<file path="src/rtl/seg_xlate.sv">
module seg_xlate #(
  parameter int SELW = 16,
  parameter int LIMW = 16
) (
  input  logic            clk,
  input  logic            rst_n,
  input  logic            req_valid,
  input  logic [SELW-1:0] req_sel,
  input  logic [31:0]     req_off,
  input  logic [31:0]     gtab_base,
  input  logic [LIMW-1:0] gtab_limit,
  input  logic [31:0]     ltab_base,
  input  logic [LIMW-1:0] ltab_limit,
  output logic            rd_valid,
  output logic [31:0]     rd_addr,
  input  logic            rd_ready,
  input  logic [31:0]     rd_data,
  output logic [31:0]     lin_addr,
  output logic            done,
  output logic            fault
);
  localparam int IDXW = SELW - 3;
  localparam int ENDW = (SELW > LIMW) ? SELW : LIMW;

  typedef enum logic [1:0] {S_IDLE, S_CHK, S_LO, S_HI} st_t;

  st_t             st;
  logic [IDXW-1:0] idx_q;
  logic [31:0]     off_q;
  logic [31:0]     tbase_q;
  logic [LIMW-1:0] tlim_q;
  logic [15:0]     blo_q;

  logic [ENDW-1:0] ent_end;
  logic [31:0]     desc_addr;
  logic            xfer;
  logic [31:0]     seg_base;

  assign ent_end   = ENDW'({idx_q, 3'b111});
  assign desc_addr = tbase_q + 32'({idx_q, 3'b000});
  assign rd_valid  = (st == S_LO) || (st == S_HI);
  assign rd_addr   = desc_addr + ((st == S_HI) ? 32'd4 : 32'd0);
  assign xfer      = rd_valid && rd_ready;
  assign seg_base  = {rd_data[31:24], rd_data[7:0], blo_q};

  always_ff @(posedge clk) begin
    if (!rst_n) begin
      st       <= S_IDLE;
      idx_q    <= '0;
      off_q    <= '0;
      tbase_q  <= '0;
      tlim_q   <= '0;
      blo_q    <= '0;
      lin_addr <= '0;
      done     <= 1'b0;
      fault    <= 1'b0;
    end else begin
      done  <= 1'b0;
      fault <= 1'b0;
      case (st)
        S_IDLE: if (req_valid) begin
          idx_q   <= req_sel[SELW-1:3];
          off_q   <= req_off;
          tbase_q <= req_sel[2] ? ltab_base  : gtab_base;
          tlim_q  <= req_sel[2] ? ltab_limit : gtab_limit;
          st      <= S_CHK;
        end
        S_CHK: begin
          if (ent_end > ENDW'(tlim_q)) begin
            fault <= 1'b1;
            st    <= S_IDLE;
          end else begin
            st <= S_LO;
          end
        end
        S_LO: if (xfer) begin
          blo_q <= rd_data[31:16];
          st    <= S_HI;
        end
        S_HI: if (xfer) begin
          lin_addr <= seg_base + off_q;
          done     <= 1'b1;
          st       <= S_IDLE;
        end
        default: st <= S_IDLE;
      endcase
    end
  end
endmodule

</file>
<file path="config.mk">
export PLATFORM = sky130hd
export DESIGN_NAME = seg_xlate
export DESIGN_NICKNAME = d
export VERILOG_FILES = /design/src/rtl/seg_xlate.sv
export SDC_FILE = /design/constraint.sdc
export NUM_CORES = 1
export LEC_CHECK = 0
export BUFFER_PORTS_ARGS = -buffer_cell sky130_fd_sc_hd__buf_2
export CAP_MARGIN = 15
export CORE_MARGIN = 3
export CORE_UTILIZATION = 52
export DETAILED_ROUTE_END_ITERATION = 10
export GPL_TIMING_DRIVEN = 0
export PLACE_DENSITY = 0.8
export SYNTH_ARGS = -nofsm -noshare
export SYNTH_HDL_FRONTEND = slang
export SYNTH_SLANG_ARGS = --single-unit
</file>
<file path="constraint.sdc">
create_clock -name clk -period 3.6 [get_ports clk]
set_input_delay 0 -clock clk [delete_from_list [all_inputs] [get_ports clk]]
set_output_delay 0 -clock clk [all_outputs]
set_load 0.05 [all_outputs]
</file>
* Word-level counts from Yosys, hierarchy flattened
Index checks and enable logic that the tools add are counted.
** Word-level totals
- Register bits after elaboration :: 145
- Input bits :: 180
- Output and inout bits :: 67
- Word-level logic and storage cells :: 38
** Cells by class
- $add $sub $neg :: 3
- Magnitude comparators :: 1
- Equality and inequality tests :: 6
- Muxes and demuxes :: 10
- Reduce and logical (&&, ||, !) cells :: 9
** Operators with widths (number)
- $add A32 B16 Y32 :: 1
- $add A32 B3 Y32 :: 1
- $add A32 B32 Y32 :: 1
- $mux W32 :: 1
- $gt A16 B16 Y1 :: 1
- $mux W16 :: 1
- $reduce_and A2 Y1 :: 5
- $mux W2 :: 4
- $pmux W2 S4 :: 1
- $ne A2 B2 Y1 const B :: 3
- $eq A2 B2 Y1 const B :: 2
- $mux W3 :: 1
- $reduce_and A3 Y1 :: 1
- $eq A2 B1 Y1 const B :: 1
- $logic_not A2 Y1 :: 1
- $mux W1 :: 2
- $logic_and A1 B1 Y1 :: 1
- $logic_or A1 B1 Y1 :: 1

* Logic depth before layout (Yosys ltp)
- Depth in word-level cells :: 5
- Gate-level depth with buffers :: 13
- Depth with buffers taken out :: 12

* Least setup slack after synthesis
OpenSTA, ideal clock, no wires.
- Path type :: register to output
- From :: register st[0]
- To :: output port rd_addr[22]
- Data arrival time :: 3.282 ns
- Data required time :: 3.600 ns
- Setup slack :: 0.318 ns
- Stages on the path, launching flop included :: 14
- Buffers on the path :: 1
- Cells stage by stage :: dfxtp_1 clkbuf_1 and2_1 ha_1 inv_1 fa_1 nor2b_1 o21ai_0 a21oi_1 o21ai_0 a211oi_1 o21ai_1 nor4b_2 xor2_1
** On the way
- Cells in the longest elaborated chain, start to end :: 3
** Ends and longest elaborated chain
- start: declaration :: line 27 : st_t st;
- start signal: assignment :: line 48 : st <= S_IDLE;
- start signal: assignment :: line 66 : st <= S_CHK;
- start signal: assignment :: line 71 : st <= S_IDLE;
- $eq A2 B2 Y1 :: line 42 : assign rd_addr = desc_addr + ((st == S_HI) ? 32'd4 : 32'd0);
- $mux W3 :: line 42
- $add A32 B3 Y32 :: line 42
- end: declaration :: line 15 : output logic [31:0] rd_addr,
No other way between the ends.

* Worst setup path after layout
- From :: register idx_q[9]
- To :: output port rd_addr[29]
** On the way
- Cells in the longest elaborated chain, start to end :: 2
** Ends and longest elaborated chain
- start: declaration :: line 28 : logic [IDXW-1:0] idx_q;
- start signal: assignment :: line 62 : idx_q <= req_sel[SELW-1:3];
- $add A32 B16 Y32 :: line 40 : assign desc_addr = tbase_q + 32'({idx_q, 3'b000});
- $add A32 B3 Y32 :: line 42
No other way between the ends.

==> flow_summary.json <==
{
  "status": "completed",
  "end_kind": "output port",
  "grt_overflow": 0,
  "pwr-share-seq_pct": 35.6,
  "cts_tree": "done",
  "worstMarginPinSlew_ns": 1.07,
  "crit_fanout": 7,
  "startpoint_type": "flip-flop",
  "ir_drop_v": 0.000348,
  "syn_area_sq_um": 8340,
  "layout_commonest_cell": "buf_2",
  "die_w_microns": 133,
  "dp_hpwl_microns": 18900,
  "yosys_warnings": 0,
  "yosys_most_used_dff": "dfxtp_1",
  "cp.arrival_ns": 3.52,
  "fmax_mhz": 284,
  "cts_root_buffer": "clkbuf_16",
  "power_density_nw_per_um2": 435,
  "totalWireLength_microns": 31100,
  "clk_pin_slew_ns": 0.06,
  "switchingPower_uw": 1750,
  "cts_sinks": 145,
  "grt_pass1_wl_microns": 47700,
  "core_region_area_sq_um": 15400,
  "vias": 9551,
  "netlist_instances": 1032,
  "synthArstFlopShare_pct": 0,
  "mostFrequentLayoutCells": "buf_2 (231), nand2_1 (199), dlygate4sd3_1 (156)",
  "synth_edf_count": 0,
  "power_switching_share_pct": 33.6,
  "power_leakage_uw": 0.00546,
  "pre_cts_ws_ns": 0.0722,
  "grt_pass1_vias": 9374,
  "min-delay-path-class": "in2reg",
  "ys_seq_area_share_pct": 34.8,
  "antenna_found_initial": 1,
  "nets": 1681,
  "min_path_cells": 3,
  "setup_slack_ns": 0.0779,
  "grtUsageTotal_pct": 33.7,
  "synth_nets": 1272,
  "synth_seq_cells": 145,
  "row_count": 45,
  "finalMaxSlewViolations": 0,
  "fin_skew_ns": 0.00664,
  "ant_nets": 0,
  "wire_per_inst_microns": 18.7,
  "routed_via_density": 5.75,
  "layout-drive-gt1-share_pct": 21.0,
  "die_area_sq_um": 17600,
  "fin_crit_ns": 3.52,
  "rr_worst_depth": 10,
  "hold_violations": 0,
  "clkPwrFrac_pct": 34.4,
  "syn_avg_cell_area_sq_um": 8.08,
  "maxCapViolCount": 0,
  "gp_congestion": 0.912,
  "io_buffers": 235,
  "dr.pass1.iters": 5,
  "period_share_pct": 97.8,
  "die_height_microns": 133,
  "internal_power_uw": 3460,
  "relSlewSlack_pct": 28.3,
  "initial_core_util_pct": 54.1,
  "drc_errors": 0,
  "clk_path_buf_depth": 2,
  "grt_max_degree": 17,
  "h-tree-depth": 4,
  "drtIter0Drc": 750,
  "area_delta_synth_final_pct": 43.7,
  "yosys.cell_types.count": 68,
  "cp.required_ns": 3.60,
  "io-pin-count": 247,
  "utilization_pct": 77.7,
  "cts_buffers": 17,
  "final-setup-viol-count": 0,
  "combPwrFrac_pct": 30.0,
  "clock_latency_ns": 0.43,
  "critPathKind": "reg2out"
}
## cell families after synthesis
family	Yosys count	synth area share, %
and+or+nand+nor	353	18.5
adders and majority gates	60	9.18
DFF	145	34.8
muxes	48	5.76
buffers and inverters	99	5.17
xor gates and xnor gates	50	5.25
AOI/OAI and AO/OA	277	21.3
## registers in the layout (all words and copies together) (netlist names), named ones only
| signal | flops |
|---|---|
| off_q | 32 |
| tbase_q | 32 |
| fault | 1 |
| done | 1 |
| lin_addr | 32 |
| idx_q | 13 |
| blo_q | 16 |
| tlim_q | 16 |
| st | 1 |
## cell type report
cell class | instances | area, sq um
Multi-Input combinational cell | 788 | 5050
Fill cell | 1008 | 3440
Sequential cell | 145 | 2910
Timing Repair Buffer | 392 | 2760
Clock buffer | 22 | 474
Buffer | 63 | 297
Tap cell | 211 | 264
Inverter | 34 | 128
Clock inverter | 6 | 108
Antenna cell | 1 | 2.50
## stage by stage
step	std cells	power, uW	setup TNS, ns	hold WS [ns]	instance area, sq um
detailed placement	1478	3190	0	0.246	9780
floorplan	1032	2800	0	0.136	8340
finish	1662	5220	0	0.00780	12000
CTS	1658	5110	0	0.00113	11900
global route	1662	5410	-0.116	0.0136	12000
global placement	1478	3170	0	0.241	9780
## critical path, cell delays in order (launching register included)
cell and delay, ns:
dfxtp_1 0.45, ha_1 0.34, a21oi_1 0.23, o21bai_1 0.10, or3_1 0.32, a211oi_1 0.36
o41ai_2 0.17, nand2b_1 0.10, clkbuf_1 0.32, nor2_1 0.12, xor2_1 0.25, buf_2 0.32
## synth_stat cells (3+ instances only)
master / number / area share, %
nand2_1: 199 / 9.0
dfxtp_1: 145 / 35
a21oi_1: 124 / 7.4
nor2_1: 69 / 3.1
ha_1: 58 / 8.7
a211oi_1: 57 / 5.1
clkbuf_1: 51 / 2.3
mux2i_1: 48 / 5.8
inv_1: 33 / 1.5
xnor2_1: 31 / 3.3
o21ai_0: 26 / 1.6
nand3_1: 24 / 1.4
xor2_1: 19 / 2.0
a21o_1: 16 / 1.4
nand4_1: 10 / 0.75
nor3_1: 9 / 0.54
and3_1: 8 / 0.60
o21ai_1: 8 / 0.48
o21bai_1: 7 / 0.63
o211ai_1: 6 / 0.54
a21o_2: 5 / 0.52
nand2b_1: 5 / 0.37
buf_4: 4 / 0.36
or3_1: 4 / 0.30
a31oi_1: 3 / 0.22
buf_1: 3 / 0.13
buf_6: 3 / 0.40
nand3b_1: 3 / 0.27
nor2b_1: 3 / 0.22
nor3b_1: 3 / 0.27
o21a_1: 3 / 0.27
## per-layer routing
layer	vias to the layer above	track usage (%)	wire (microns)
li1	4429	-	-
met1	4361	37.6	11400
met2	605	59.2	15200
met3	156	7.87	2820
met4	0	18.8	1760
met5	-	0	0
## power groups by stage
stage / Combinational [uW] / Sequential [uW] / Clock, uW
floorplan: 952 / 1850 / 0
global placement: 1310 / 1860 / 0
detailed placement: 1330 / 1870 / 0
CTS: 1470 / 1840 / 1790
global route: 1670 / 1870 / 1870
finish: 1560 / 1860 / 1800
## worst paths after layout
check                  to     startpoint  slack [ns]
max           rd_addr[29]       idx_q[9]        0.08
min             tlim_q[8]  ltab_limit[8]       0.008
max reg2reg  lin_addr[30]       off_q[0]        0.63
min reg2reg  lin_addr[10]   lin_addr[10]        0.45
## timing repair
item	CTS	global route
resized for setup	4	15
pin swaps	0	2
buffers inserted	0	1
endpoints found under the setup margin	10	13
hold buffers	154	2
endpoints found under the hold margin	110	2
gates cloned	0	0
Note: power is estimated with default switching activity, not from simulation.
